--- config.mk ---
export PLATFORM = sky130hd
export DESIGN_NAME = ibr_refill_ctrl
export DESIGN_NICKNAME = d
export VERILOG_FILES = /design/src/rtl/ibr_pkg.sv /design/src/rtl/ibr_addr.sv /design/src/rtl/ibr_save.sv /design/src/rtl/ibr_refill_ctrl.sv
export SDC_FILE = /design/constraint.sdc
export NUM_CORES = 1
export LEC_CHECK = 0
export ABC_AREA = 1
export BUFFER_PORTS_ARGS = -buffer_cell sky130_fd_sc_hd__buf_2
export CORE_MARGIN = 3
export CORE_UTILIZATION = 40
export DETAILED_ROUTE_END_ITERATION = 10
export GPL_ROUTABILITY_DRIVEN = 0
export HOLD_SLACK_MARGIN = 0.12
export PLACE_DENSITY = 0.71
export SETUP_SLACK_MARGIN = 0.4
export SYNTH_ARGS = -nofsm -noshare
export SYNTH_HDL_FRONTEND = slang
export SYNTH_HIERARCHICAL = 1
export SYNTH_SLANG_ARGS = --single-unit
--- constraint.sdc ---
create_clock -name clk -period 2.83 [get_ports clk]
set_input_delay 0.1415 -clock clk [delete_from_list [all_inputs] [get_ports clk]]
set_output_delay 0.1415 -clock clk [all_outputs]
set_load 0.02 [all_outputs]
--- src/rtl/ibr_pkg.sv ---
package ibr_pkg;
  typedef enum logic [2:0] {
    ST_IDLE,
    ST_XWAIT,
    ST_E2,
    ST_DONE,
    ST_SETTLE
  } ibr_st_e;

  typedef enum logic [1:0] {
    XP_REMAP,
    XP_NEXT,
    XP_FIX
  } ibr_xp_e;
endpackage

--- src/rtl/ibr_addr.sv ---
module ibr_addr #(
  parameter int AW = 16,
  parameter int PW = 8
) (
  input  logic [AW-1:0]    pc_i,
  input  logic [AW-PW-1:0] rpage_i,
  output logic             off_last_o,
  output logic [AW-1:0]    step_o,
  output logic [AW-1:0]    remap_o,
  output logic [AW-1:0]    pg0_o
);
  logic [PW-1:0] off;
  logic [PW:0]   off_inc;

  assign off        = pc_i[PW-1:0];
  assign off_inc    = {1'b0, off} + 1'b1;
  assign off_last_o = off_inc[PW];
  assign step_o     = {pc_i[AW-1:PW], off_inc[PW-1:0]};
  assign remap_o    = {rpage_i, off};
  assign pg0_o      = {rpage_i, {PW{1'b0}}};
endmodule

--- src/rtl/ibr_save.sv ---
module ibr_save #(
  parameter int AW = 16,
  parameter int TW = 16,
  parameter int SW = 8
) (
  input  logic          clk,
  input  logic          rst,
  input  logic          en_i,
  input  logic [AW-1:0] pc_i,
  input  logic [TW-1:0] tos_i,
  input  logic [SW-1:0] sp_i,
  output logic [AW-1:0] pc_o,
  output logic [TW-1:0] tos_o,
  output logic [SW-1:0] sp_o
);
  always_ff @(posedge clk) begin
    if (rst) begin
      pc_o  <= '0;
      tos_o <= '0;
      sp_o  <= '0;
    end else if (en_i) begin
      pc_o  <= pc_i;
      tos_o <= tos_i;
      sp_o  <= sp_i;
    end
  end
endmodule

--- src/rtl/ibr_refill_ctrl.sv ---
module ibr_refill_ctrl
  import ibr_pkg::*;
#(
  parameter int AW  = 16,
  parameter int PW  = 8,
  parameter int VW  = 8,
  parameter int TW  = 16,
  parameter int SW  = 8,
  parameter int OCW = 3
) (
  input  logic             clk,
  input  logic             rst,
  input  logic [OCW-1:0]   occ_i,
  input  logic             pc_step_i,
  input  logic             chk_i,
  input  logic             jmp_req_i,
  input  logic [AW-1:0]    jmp_pc_i,
  input  logic [VW-1:0]    jmp_vpage_i,
  input  logic [TW-1:0]    tos_i,
  input  logic [SW-1:0]    sp_i,
  input  logic             xl_vld_i,
  input  logic [AW-PW-1:0] xl_rpage_i,
  output logic             xl_req_o,
  output logic [VW-1:0]    xl_vpage_o,
  output logic             fetch_vld_o,
  output logic [AW-1:0]    fetch_addr_o,
  output logic             fill_o,
  output logic [AW-1:0]    rpc_o,
  output logic [VW-1:0]    vpage_o,
  output logic             cross_o,
  output logic             irq_o,
  output logic             busy_o,
  output logic [AW-1:0]    sav_pc_o,
  output logic [TW-1:0]    sav_tos_o,
  output logic [SW-1:0]    sav_sp_o
);
  localparam logic [OCW-1:0] LOW_MARK = OCW'(3);

  ibr_st_e       st;
  ibr_xp_e       xp;
  logic          stale;
  logic          off_last;
  logic [AW-1:0] step_addr, remap_addr, pg0_addr;
  logic          save_en;

  ibr_addr #(.AW(AW), .PW(PW)) u_addr (
    .pc_i       (rpc_o),
    .rpage_i    (xl_rpage_i),
    .off_last_o (off_last),
    .step_o     (step_addr),
    .remap_o    (remap_addr),
    .pg0_o      (pg0_addr)
  );

  assign save_en = (st == ST_IDLE) && !jmp_req_i && !pc_step_i &&
                   chk_i && cross_o && off_last;

  ibr_save #(.AW(AW), .TW(TW), .SW(SW)) u_save (
    .clk   (clk),
    .rst   (rst),
    .en_i  (save_en),
    .pc_i  (rpc_o),
    .tos_i (tos_i),
    .sp_i  (sp_i),
    .pc_o  (sav_pc_o),
    .tos_o (sav_tos_o),
    .sp_o  (sav_sp_o)
  );

  assign busy_o = (st != ST_IDLE);

  always_ff @(posedge clk) begin
    if (rst) begin
      st           <= ST_IDLE;
      xp           <= XP_FIX;
      rpc_o        <= '0;
      vpage_o      <= '0;
      stale        <= 1'b0;
      cross_o      <= 1'b0;
      irq_o        <= 1'b0;
      fetch_vld_o  <= 1'b0;
      fetch_addr_o <= '0;
      fill_o       <= 1'b0;
      xl_req_o     <= 1'b0;
      xl_vpage_o   <= '0;
    end else begin
      irq_o       <= 1'b0;
      fill_o      <= fetch_vld_o;
      fetch_vld_o <= 1'b0;
      case (st)
        ST_IDLE: begin
          if (jmp_req_i) begin
            rpc_o   <= jmp_pc_i;
            vpage_o <= jmp_vpage_i;
            cross_o <= 1'b0;
            stale   <= 1'b0;
          end else if (pc_step_i) begin
            rpc_o <= step_addr;
            if (off_last) stale <= 1'b1;
          end else if (chk_i && cross_o) begin
            if (!off_last) begin
              xl_req_o   <= 1'b1;
              xl_vpage_o <= vpage_o + 1'b1;
              xp         <= XP_FIX;
              st         <= ST_XWAIT;
            end
          end else if (occ_i == '0) begin
            if (stale) begin
              xl_req_o   <= 1'b1;
              xl_vpage_o <= vpage_o + 1'b1;
              xp         <= XP_REMAP;
              st         <= ST_XWAIT;
            end else begin
              fetch_vld_o  <= 1'b1;
              fetch_addr_o <= rpc_o;
              st           <= ST_E2;
            end
          end else if (occ_i < LOW_MARK) begin
            if (off_last) begin
              xl_req_o   <= 1'b1;
              xl_vpage_o <= vpage_o + 1'b1;
              xp         <= XP_NEXT;
              st         <= ST_XWAIT;
            end else begin
              fetch_vld_o  <= 1'b1;
              fetch_addr_o <= step_addr;
              st           <= ST_DONE;
            end
          end
        end
        ST_XWAIT: begin
          if (xl_vld_i) begin
            xl_req_o <= 1'b0;
            case (xp)
              XP_REMAP: begin
                rpc_o        <= remap_addr;
                vpage_o      <= xl_vpage_o;
                stale        <= 1'b0;
                fetch_vld_o  <= 1'b1;
                fetch_addr_o <= remap_addr;
                st           <= ST_E2;
              end
              XP_NEXT: begin
                fetch_vld_o  <= 1'b1;
                fetch_addr_o <= pg0_addr;
                cross_o      <= 1'b1;
                irq_o        <= 1'b1;
                st           <= ST_DONE;
              end
              default: begin
                rpc_o   <= remap_addr;
                vpage_o <= xl_vpage_o;
                stale   <= 1'b0;
                cross_o <= 1'b0;
                st      <= ST_IDLE;
              end
            endcase
          end
        end
        ST_E2: begin
          if (off_last) begin
            xl_req_o   <= 1'b1;
            xl_vpage_o <= vpage_o + 1'b1;
            xp         <= XP_NEXT;
            st         <= ST_XWAIT;
          end else begin
            fetch_vld_o  <= 1'b1;
            fetch_addr_o <= step_addr;
            st           <= ST_DONE;
          end
        end
        ST_DONE:   st <= ST_SETTLE;
        ST_SETTLE: st <= ST_IDLE;
        default:   st <= ST_IDLE;
      endcase
    end
  end
endmodule

======== After elaboration in Yosys (flattened, before gate mapping) ========
Index checks and enable logic that the tools add are counted.
storage, ports and cells
  bits in registers ....................... 99
  bits of input ports ..................... 65
  output and inout port bits .............. 94
operators by class
  add/subtract/negate cells ............... 2
  magnitude comparators ................... 1
  eq/ne operators ......................... 19
  muxes and demuxes ....................... 79
  bitwise logic cells ..................... 2
  reduce and logical (&&, ||, !) cells .... 26
operators by type and width
  cell                                            count
  2-to-1 mux 16 bit                               11
  2-to-1 mux 8 bit                                12
  one-hot mux 16 bit (2 select lines)             2
  one-hot mux 16 bit (3 select lines)             1
  one-hot mux 8 bit (2 select lines)              2
  2-to-1 mux 1 bit                                26
  2-to-1 mux 3 bit                                7
  2-to-1 mux 2 bit                                10
  inequality test 2 bit (second input constant)   7
  inequality test 3 bit (second input constant)   4
  one-hot mux 3 bit (4 select lines)              1
  AND reduction 5 bit                             2
  adder 8 x 1 -> 9 bit (second input constant)    1
  adder 8 x 1 -> 8 bit (second input constant)    1
  one-hot mux 2 bit (2 select lines)              2
  AND reduction 4 bit                             2
  AND reduction 8 bit                             1
  AND reduction 7 bit                             1
  == test 3 x 2 -> 1 bit (second input constant)  2
  logical AND 1 bit                               6
  logical NOT 3 bit                               2
  one-hot mux 1 bit (2 select lines)              3
  one-hot mux 1 bit (3 select lines)              2
  AND reduction 6 bit                             1
  other kinds (15)                                20

======== Logic depth before layout (Yosys ltp) ========
Gate-level depths: netlist of the first run.
  depth in word-level cells ............... 8
  depth in mapped cells ................... 14
  mapped depth without buffers ............ 12

======== Hierarchy ========
The synthesis of the first run kept the hierarchy.
modules (own cells, without submodules)
  module           instances  cells each  area an instance (um^2)
  ibr_refill_ctrl  1          700         3963.8
  ibr_save         1          254         1661.6
  ibr_addr         1          75          474.2

======== Worst setup path after synthesis of the first run ========
No wires, ideal clock.
  kind .................................... reg2reg
  start point ............................. register rpc_o[1]
  end point ............................... register u_save.pc_o[4]
  setup time .............................. 113 ps
  arrival ................................. 2217 ps
  required time ........................... 2717 ps
  path slack .............................. 500 ps
  cell stages (with the launch flop) ...... 15
  buffers on the path ..................... 4
  clock period less this slack ............ 2330 ps
  cell sequence ........................... dfxtp_1 > ha_1 > nand2_2 > nor2_2 > nand2_1 > nor2_1 > buf_2 > clkbuf_1 > nand4_1 > nor2_1 > buf_6 > buf_6 > nand2_1 > nand2_1 > nor2_1
on the way
  word-level cells in the longest chain between the ends .. 2
ends and longest elaborated chain
  item                    RTL line                source
  from (decl)             ibr_refill_ctrl.sv:28   output logic [AW-1:0] rpc_o,
  from (signal assigned)  ibr_refill_ctrl.sv:93   rpc_o <= jmp_pc_i;
  from (signal assigned)  ibr_refill_ctrl.sv:98   rpc_o <= step_addr;
  from (signal assigned)  ibr_refill_ctrl.sv:136  rpc_o <= remap_addr;
  adder 8 x 1 -> 9 bit    ibr_addr.sv:16          assign off_inc = {1'b0, off} + 1'b1;
  via off_last            ibr_refill_ctrl.sv:42   logic off_last;
  logical AND 1 bit       ibr_refill_ctrl.sv:56   chk_i && cross_o && off_last;
  via save_en             ibr_refill_ctrl.sv:44   logic save_en;
  to (signal assigned)    ibr_save.sv:22          pc_o <= pc_i;
  to (decl)               ibr_save.sv:12          output logic [AW-1:0] pc_o,
The timed path passes the listed nets, and every way through them passes these cells.
A chain may end at the register's enable or synchronous reset.

======== Worst setup path after layout of the first run ========
  start point ............................. register rpc_o[1]
  end point ............................... register u_save.tos_o[5]
on the way
  word-level cells in the longest chain between the ends .. 2
ends and longest elaborated chain
  item                  RTL line               source
  adder 8 x 1 -> 9 bit  ibr_addr.sv:16
  via off_last          ibr_refill_ctrl.sv:42
  logical AND 1 bit     ibr_refill_ctrl.sv:56
  via save_en           ibr_refill_ctrl.sv:44
  to (signal assigned)  ibr_save.sv:23         tos_o <= tos_i;
  to (decl)             ibr_save.sv:13         output logic [TW-1:0] tos_o,
The timed path passes the listed nets, and every way through them passes these cells.

==> results.cfg, run 1 <==
[pwr]
p_sw_mw = 1.38
powerDensity_nw_per_um2 = 539
combPwrFrac_pct = 26.6
p_leak_nw = 3.89
clkPwrFrac_pct = 33.0
power.share.switching_pct = 35.0
p_int_mw = 2.57
irDropWorstVdd_uv = 262
seqPwrFrac_pct = 40.4

[sta]
clock_skew_ps = 9.20
finalCriticalPeriod_ps = 2140
rsz0062_at_grt = no
maxClockFrequency_mhz = 468
tightest_slew_ps = 741
setup_viol = 0
maxSlewViolCount = 0
slew_headroom_pct = 50.5
setup_tns_ps = 0
finalHoldViolCount = 0
finalCritPeriodShare_pct = 75.5

[yosys]
synthXorXnorAreaFrac_pct = 1.01
synth_edf_count = 0
synth_most_common_cell = nand2_1
postSynth.asyncResetShare_pct = 0
netlist.area_leader.share_pct = 32.5
synth_area_leaders = dfxtp_1, nand2_1, nor2_1
synthCells = 1029
synthAdderAreaFrac_pct = 0.410
synthMuxAreaShare_pct = 0
yosys_warnings = 6
synth_top_family_by_area = simple AND/OR/NAND/NOR gates
yosysUniqueCellTypes = 29
synth-compound-area-share_pct = 9.48
yosys_most_used_dff = dfxtp_1
yosys-top-cells-count = nand2_1, nor2_1, inv_1, dfxtp_1, o21ai_0
syn-cell-area_sq_um = 6100
synth-seq-cells = 99
yosys.area_share.simple_pct = 40.0
yosysTopAreaCell = dfxtp_1
yosysSeqAreaShare_pct = 32.5
avgSynthCellArea_sq_um = 5.93

[detailed_routing]
dr.first_iter.drc_count = 466
vias = 6301
postRouteAntennaNets = 0
post_drt_wl_per_cell_um = 12.7
remaining_drc_errors = 0
postRouteWirelength_mm = 17.1
dr.pass1.iters = 4
via_per_inst = 4.67

[run_status]
outcome = finished, final reports clean

[global_routing]
track_usage_pct = 20.0
first_global_vias = 5570
grt_pass1_wl_mm = 27.3
grt_overflow = 0
antenna_found_initial = 0
grt_max_degree = 81

[setup_path]
crit_type = reg -> reg
r2r_setup_slack_ps = 690
worst_r2r_endpoint = u_save/tos_o[5]
crit_path_end = u_save/tos_o[5]
worst-r2r-cell-count = 11
critical_path_arrival_ps = 2390
cp_data_required_time_ps = 3080
startpoint_type = register
startpoint = rpc_o[1]
end_kind = register
cp_max_fo = 40
r2r_start = rpc_o[1]

[die]
io_pins = 159
rows = 44
start_util_pct = 41.5
core_area_sq_um = 14700
die_w_um = 129
die-area_sq_um = 16800
die_h_um = 129

[placement]
io_buffers = 158
dp_hpwl_mm = 11.9
place_area_sq_um = 6730
dpl.cell_count = 1308

[layout]
antenna_cells = 0
drive_above_1_share_pct = 19.1
fillers = 1542
design_area_sq_um = 7330
utilization_pct = 49.9
fin_cells = 1350
fin_nets = 1228
area_delta_synth_final_pct = 20.2

[clock_network]
cts_sinks = 99
cts-root-buf = clkbuf_16
clk_pin_slew_ps = 80
clkLatencyLatePin_ps = 350
cts_buffers = 9
htree_levels = 3
cts_buffer_depth = 2
cts_tree = yes

[hold_path]
hp-class = in -> reg

[job]
drv_cap = 0
through the flow:
step,hold WS (ps),setup WS [ps],power [mW]
2_1_floorplan,211,500,2.39
3_3_place_gp,409,603,2.64
3_5_place_dp,409,522,2.65
4_1_cts,142,501,3.99
5_1_grt,156,464,4.21
6_report,152,692,3.95
power by group through the flow:
stage,Combinational (mW),Sequential (mW),Clock [mW]
after floorplan,0.671,1.72,0
after global placement,1.02,1.62,0
after detailed placement,1.02,1.63,0
after CTS,1.05,1.59,1.35
after global routing,1.20,1.61,1.40
final,1.05,1.60,1.31
registers in the layout, summed over array words and instances, names as in the netlist:
name          flops
rpc_o            16
cross_o           1
u_save/sp_o       8
vpage_o           8
fetch_vld_o       1
st                3
irq_o             1
xl_req_o          1
fetch_addr_o     16
fill_o            1
xl_vpage_o        8
stale             1
xp                2
u_save/tos_o     16
u_save/pc_o      16
worst min path at each step:
stage,slack [ps],depth (start not counted),from,end
2_1_floorplan,210,1,rst,vpage_o[6]
3_3_place_gp,410,2,fetch_vld_o,fill_o
3_5_place_dp,410,2,fetch_vld_o,fill_o
4_1_cts,140,2,rst,fill_o
5_1_grt,160,2,rst,st[1]
6_report,150,2,rst,fill_o
cells by family (layout without fill, tap and decap cells):
family | count (synthesis) | count (layout)
AND/OR/NAND/NOR | 602 | 602
buffers and inverters | 203 | 333
AO/OA/AOI/OAI | 115 | 115
flip-flops | 99 | 99
XOR/XNOR | 7 | 7
adder cells (fa/ha/maj) | 2 | 2
other | 1 | 8
cell usage in the layout, fill, tap and decap left out, types with 2 or more instances in the layout:
master and instances:
clkinvlp_4 2, conb_1 8, clkbuf_16 10, nor2_2 8
dlygate4sd3_1 25, a21oi_1 40, xor2_1 7, nand4_1 6
or2_1 2, nand3_2 4, o21ai_1 4, nor3_1 3
inv_8 2, o21ai_0 70, ha_1 2, nand2_2 6
buf_2 158, nand2_1 321, nor2_4 5, dfxtp_1 97
buf_4 18, dfxtp_2 2, inv_1 112, nor2_1 201
nand3_1 42, or2_2 2
repair_timing:
item,in CTS,in global routing
setup endpoints to repair,0,51
resized for setup,0,3
hold buffers,25,0
endpoints found under the hold margin,25,0
buffers inserted,0,0
worst max-delay path, cell delays in order, from the launching register on:
cell	delay, ps
dfxtp_2	430
ha_1	220
nand2_2	90
nor2_2	140
nand2_1	90
nor2_4	170
nand4_1	210
nor2_4	240
buf_12	240
nand2_1	90
nand2_1	60
nor2_1	40
layout make-up:
| class | instances | area (sq um) | area share, % |
|---|---|---|---|
| inverter | 114 | 428 | 5.84 |
| timing repair buffer | 203 | 1220 | 16.7 |
| clock inverter | 7 | 92.6 | 1.26 |
| sequential | 99 | 1980 | 27.1 |
| clock buffer | 9 | 225 | 3.07 |
| multi-input combinational | 734 | 3150 | 43.0 |
| tap | 184 | 230 | 3.14 |
metal layers:
layer,track usage [%],share of wire [%]
met1,25.6,45
met3,4.86,6.7
met2,33.7,47
met4,5.50,1.4
met5,0,0
Note: power is estimated with default switching activity, not from simulation.
==> inputs of run 2 (changes only) <==
- ABC_AREA: 1 -> 0
- PLACE_DENSITY: 0.71 -> 0.74
- clock period: 2.83 -> 1.9 ns (I/O delays scaled with it)
==> results.cfg, run 2 <==
[yosys]
synth_edf_count = 0
yosys-top-cells-count = dfxtp_1, nor2_1, mux2i_1, nand2_1, a21oi_1
netlist.area_leader.share_pct = 35.1
yosysSeqAreaShare_pct = 35.1
syn-cell-area_sq_um = 5640
synth_area_leaders = dfxtp_1, mux2i_1, nor2_1
yosys.area_share.simple_pct = 15.1
yosys_most_used_dff = dfxtp_1
yosysUniqueCellTypes = 64
synthCells = 628
synth-seq-cells = 99
postSynth.asyncResetShare_pct = 0
synth_top_family_by_area = compound AO/OA/AOI/OAI gates
synth-compound-area-share_pct = 22.4
yosys_warnings = 6
synthMuxAreaShare_pct = 12.9
synthAdderAreaFrac_pct = 0.443
synthXorXnorAreaFrac_pct = 1.86
yosysTopAreaCell = dfxtp_1
avgSynthCellArea_sq_um = 8.99
synth_most_common_cell = dfxtp_1

[detailed_routing]
dr.first_iter.drc_count = 435
routed.top_layer = met5
remaining_drc_errors = 0
dr.pass1.iters = 5
post_drt_wl_per_cell_um = 18.1
wl_met3_mm = 1.41
dr_wl_met2_mm = 8.86
vias = 5429
postRouteWirelength_mm = 18.0
via_per_inst = 5.44
wl_met1_mm = 7.34
postRouteAntennaNets = 0

[clock_network]
cts_buffer_depth = 2
cts_buffers = 9
clk_pin_slew_ps = 70
clkLatencyLatePin_ps = 360
cts_tree = yes
cts_sinks = 99
htree_levels = 3
cts-root-buf = clkbuf_16

[placement]
io_buffers = 158
dp_hpwl_mm = 11.0
dpl.cell_count = 917
post-place-ws_ps = 14.6
place_area_sq_um = 6470

[global_routing]
grt_max_degree = 62
antenna_found_initial = 1
grt_pass1_wl_mm = 27.1
first_global_vias = 5198
track_usage_pct = 21.3
grt_overflow = 0

[pwr]
power.share.switching_pct = 31.6
p_leak_nw = 3.26
clkPwrFrac_pct = 33.8
p_int_mw = 3.87
powerDensity_nw_per_um2 = 714
combPwrFrac_pct = 25.4
p_sw_mw = 1.79
irDropWorstVdd_uv = 571
power_mw = 5.65
seqPwrFrac_pct = 40.8

[sta]
tightest_slew_ps = 514
clock_skew_ps = 8.71
finalCritPeriodShare_pct = 96.4
hold_slack_ps = 144
maxClockFrequency_mhz = 546
setup_ws_ps = 69.3
finalCriticalPeriod_ps = 1830
maxSlewViolCount = 0
rsz0062_at_grt = yes
finalHoldViolCount = 0
setup_viol = 0
slew_headroom_pct = 65.7

[job]
drv_cap = 0

[setup_path]
worst_r2r_endpoint = xl_req_o
path_common_cell = a31oi_1
startpoint = rpc_o[1]
end_kind = register
slowest_stage = dfxtp_4
worst-r2r-cell-count = 9
r2r_start = rpc_o[1]
crit_path_end = xl_req_o
critPathMaxStageDelay_ps = 360
cp_cell_sequence = ha_4 > nand3_4 > nor3_4 > buf_6 > a21oi_2 > o2bb2ai_4 > a31oi_1 > a31oi_1 > a311oi_1
crit_type = reg -> reg
r2r_setup_slack_ps = 70
critical_path_arrival_ps = 2090
cp_data_required_time_ps = 2160
cp_max_fo = 5
startpoint_type = register

[layout]
antenna_cells = 0
fin_nets = 884
final_cell_mix = buf_2, dfxtp_1, nor2_1
area_delta_synth_final_pct = 40.3
fin_cells = 998
final_common_cell = buf_2
fillers = 1115
design_area_sq_um = 7920
drive_above_1_share_pct = 42.3

[die]
start_util_pct = 41.8
die-area_sq_um = 15600
io_pins = 159
rows = 42
die_h_um = 125
core_area_sq_um = 13500
die_w_um = 125

[hold_path]
hp-class = in -> reg

[run_status]
outcome = finished, final reports clean
[run 2: cell types whose count changed after synthesis, moves of 20 or more]
cell       delta
mux2i_1      +73
o2bb2ai_1    +20
nand3_1      -33
o21ai_0      -70
nand2_1     -264
nor2_1      -113
inv_1       -105
[run 2: cells by family after synthesis]
logic type,after synthesis
buffers and inverters,97
XOR/XNOR,12
flip-flops,99
other,1
adder cells (fa/ha/maj),2
AO/OA/AOI/OAI,154
AND/OR/NAND/NOR,190
multiplexers,73
[run 2: stage by stage]
| stage | setup TNS (ps) | utilization (%) |
|---|---|---|
| finish | 0 | 58.6 |
| global route | -365 | 58.6 |
| CTS | 0 | 55.1 |
| detailed placement | 0 | 47.9 |
| global placement | 0 | 47.9 |
| floorplan | 0 | - |
[run 2: worst min-delay path by stage]
| stage | start | endpoint | slack [ps] | depth (start not counted) |
|---|---|---|---|---|
| floorplan | xl_vld_i | irq_o | 210 | 2 |
| global placement | tos_i[5] | u_save/tos_o[5] | 330 | 3 |
| detailed placement | tos_i[12] | u_save/tos_o[12] | 340 | 3 |
| CTS | xl_rpage_i[0] | rpc_o[8] | 130 | 3 |
| global route | xl_rpage_i[0] | rpc_o[8] | 170 | 3 |
| finish | xl_rpage_i[0] | rpc_o[8] | 140 | 3 |
[run 2: area by class of cell]
class	instances	area [sq um]	share of cell area, %
multi-input cells	439	3430	43.3
flip-flops and latches	99	2000	25.3
repair buffers	260	1910	24.2
clock buffers	9	225	2.84
well taps	176	220	2.78
clock inverters	7	80.1	1.01
inverters	8	42.5	0.537
[run 2: worst max-delay path, delay by kind of cell, from the launching register on]
kind                       cells  cell delay, ps
and+or+nand+nor                2             340
DFF                            1             360
buffers and inverters          1             180
adders and majority gates      1             150
AOI/OAI and AO/OA              5             710
[run 2: layer usage]
metal | vias to the layer above | track usage [%]
li1 | 2578 | -
met1 | 2574 | 26.1
met2 | 240 | 35.3
met3 | 35 | 7.29
met4 | 2 | 6.71
met5 | - | 0
[run 2: what timing repair did]
action,4_1_cts,5_1_grt
pin swaps,25,43
hold endpoints to repair,41,0
gates resized for setup,37,71
endpoints found under the setup margin,96,96
cloned,1,3
buffers inserted,9,12
hold buffers,40,0
[run 2: power by group through the flow]
stage                     Combinational (mW)  Sequential, mW  Clock (mW)
after floorplan                        0.732            2.42           0
after global placement                  1.10            2.33           0
after detailed placement                1.12            2.33           0
after CTS                               1.24            2.28        1.97
after global routing                    1.54            2.32        2.05
final                                   1.44            2.30        1.91
==> inputs of run 3 (changes only) <==
- CORE_ASPECT_RATIO: not set -> 1.5
==> results.cfg, run 3 (synthesis results as in run 2) <==
[run_status]
outcome = finished, final reports clean

[setup_path]
worst_r2r_endpoint = u_save/sp_o[0]
startpoint_type = register
crit_path_end = u_save/sp_o[0]
worst-r2r-cell-count = 7
crit_type = reg -> reg
end_kind = register
startpoint = rpc_o[1]
cp_max_fo = 18
r2r_start = rpc_o[1]
r2r_setup_slack_ps = 30
critical_path_arrival_ps = 2080
cp_data_required_time_ps = 2120

[detailed_routing]
via_per_inst = 5.55
postRouteWirelength_mm = 17.8
postRouteAntennaNets = 0
remaining_drc_errors = 0
vias = 5453
dr.first_iter.drc_count = 310
post_drt_wl_per_cell_um = 18.1
dr.pass1.iters = 5

[sta]
hold_slack_ps = 124
finalCritPeriodShare_pct = 98.3
clock_skew_ps = 8.22
setup_ws_ps = 33.2
maxClockFrequency_mhz = 536
finalHoldViolCount = 0
maxSlewViolCount = 0
rsz0062_at_grt = yes
slew_headroom_pct = 57.3
setup_viol = 0
tightest_slew_ps = 635
finalCriticalPeriod_ps = 1870

[die]
start_util_pct = 41.3
core_area_sq_um = 13700
rows = 52
io_pins = 159
die_w_um = 103
die_h_um = 151
die-area_sq_um = 15600

[pwr]
irDropWorstVdd_uv = 439
p_leak_nw = 3.24
p_sw_mw = 1.80
clkPwrFrac_pct = 35.4
power.share.switching_pct = 31.0
powerDensity_nw_per_um2 = 737
p_int_mw = 4.01
combPwrFrac_pct = 25.1
seqPwrFrac_pct = 39.5

[clock_network]
cts-root-buf = clkbuf_16
cts_buffers = 9
cts_buffer_depth = 2
clk_pin_slew_ps = 80
cts_sinks = 99
cts_tree = yes
clkLatencyLatePin_ps = 350
htree_levels = 3

[global_routing]
met3_usage_pct = 5.13
busiest_layer = met2
grt_pass1_wl_mm = 26.2
track_usage_pct = 21.2
grt_overflow = 0
antenna_found_initial = 0
met1_usage_pct = 23.7
use_met2_pct = 38.3
grt_max_degree = 81
first_global_vias = 5309

[placement]
dp_hpwl_mm = 10.8
io_buffers = 158
post-place-ws_ps = -71.6

[job]
drv_cap = 0

[layout]
fillers = 1140
drive_above_1_share_pct = 40.9
fin_nets = 881
final_cell_mix = buf_2, dfxtp_1, nor2_1
final_common_cell = buf_2
area_delta_synth_final_pct = 39.5
utilization_pct = 57.6

[hold_path]
hp-class = in -> reg
[run 3: changes by cell type in the layout (fill, tap and decap cells not counted), moves of 4 or more]
cell	change
mux2i_2	-6
mux2i_1	+5
a21oi_1	+4
a21oi_2	-4
[run 3: cell type report]
type	count	area (sq um)	share of cell area [%]
multi-input combinational	440	3430	43.5
clock inverter	7	104	1.32
antenna	1	2.50	0.0318
tap	162	203	2.57
timing repair buffer	256	1870	23.7
clock buffer	9	225	2.86
sequential	99	2000	25.4
inverter	8	42.5	0.540
[run 3: power by group through the flow]
stage / clock (mW) / combinational, mW / sequential, mW
after global placement: 0 / 1.09 / 2.32
after CTS: 2.09 / 1.30 / 2.27
after detailed placement: 0 / 1.10 / 2.32
final: 2.05 / 1.46 / 2.29
after floorplan: 0 / 0.732 / 2.42
after global routing: 2.16 / 1.56 / 2.31
[run 3: worst min path at each step]
stage | from | endpoint | cells past startpoint
after floorplan | xl_vld_i | irq_o | 2
after global placement | tos_i[1] | u_save/tos_o[1] | 3
after detailed placement | tos_i[5] | u_save/tos_o[5] | 3
after CTS | xl_rpage_i[5] | rpc_o[13] | 3
after global routing | xl_rpage_i[5] | rpc_o[13] | 3
final | xl_rpage_i[5] | rpc_o[13] | 3
[run 3: metrics by stage]
step                      cells  cell area (sq um)  setup TNS [ps]  power, mW
after floorplan             635               5800               0       3.15
after global placement      898               6430               0       3.41
after detailed placement    898               6430            -309       3.43
after CTS                   971               7440               0       5.66
after global routing        981               7870            -679       6.03
final                       982               7870               0       5.81
[run 3: timing repair]
| action | CTS | global route |
|---|---|---|
| cloned | 3 | 3 |
| endpoints found under the hold margin | 40 | 0 |
| gates resized for setup | 34 | 64 |
| hold buffers | 39 | 0 |
| pin swaps | 10 | 27 |
| buffers inserted | 15 | 7 |
| setup endpoints to repair | 97 | 98 |
[run 3: per-layer routing]
| layer | wire, um | vias up |
|---|---|---|
| met4 | 520 | 0 |
| met3 | 1100 | 38 |
| met2 | 9260 | 218 |
| met5 | 0 | - |
| li1 | - | 2569 |
| met1 | 6880 | 2628 |
[run 3: critical path: stages, from the launching register on]
cell and delay (ps):
dfxtp_4 360, ha_4 140, nand3_4 80, nor3_4 250, and4_4 390, buf_12 200, mux2i_1 230, nor2_1 80
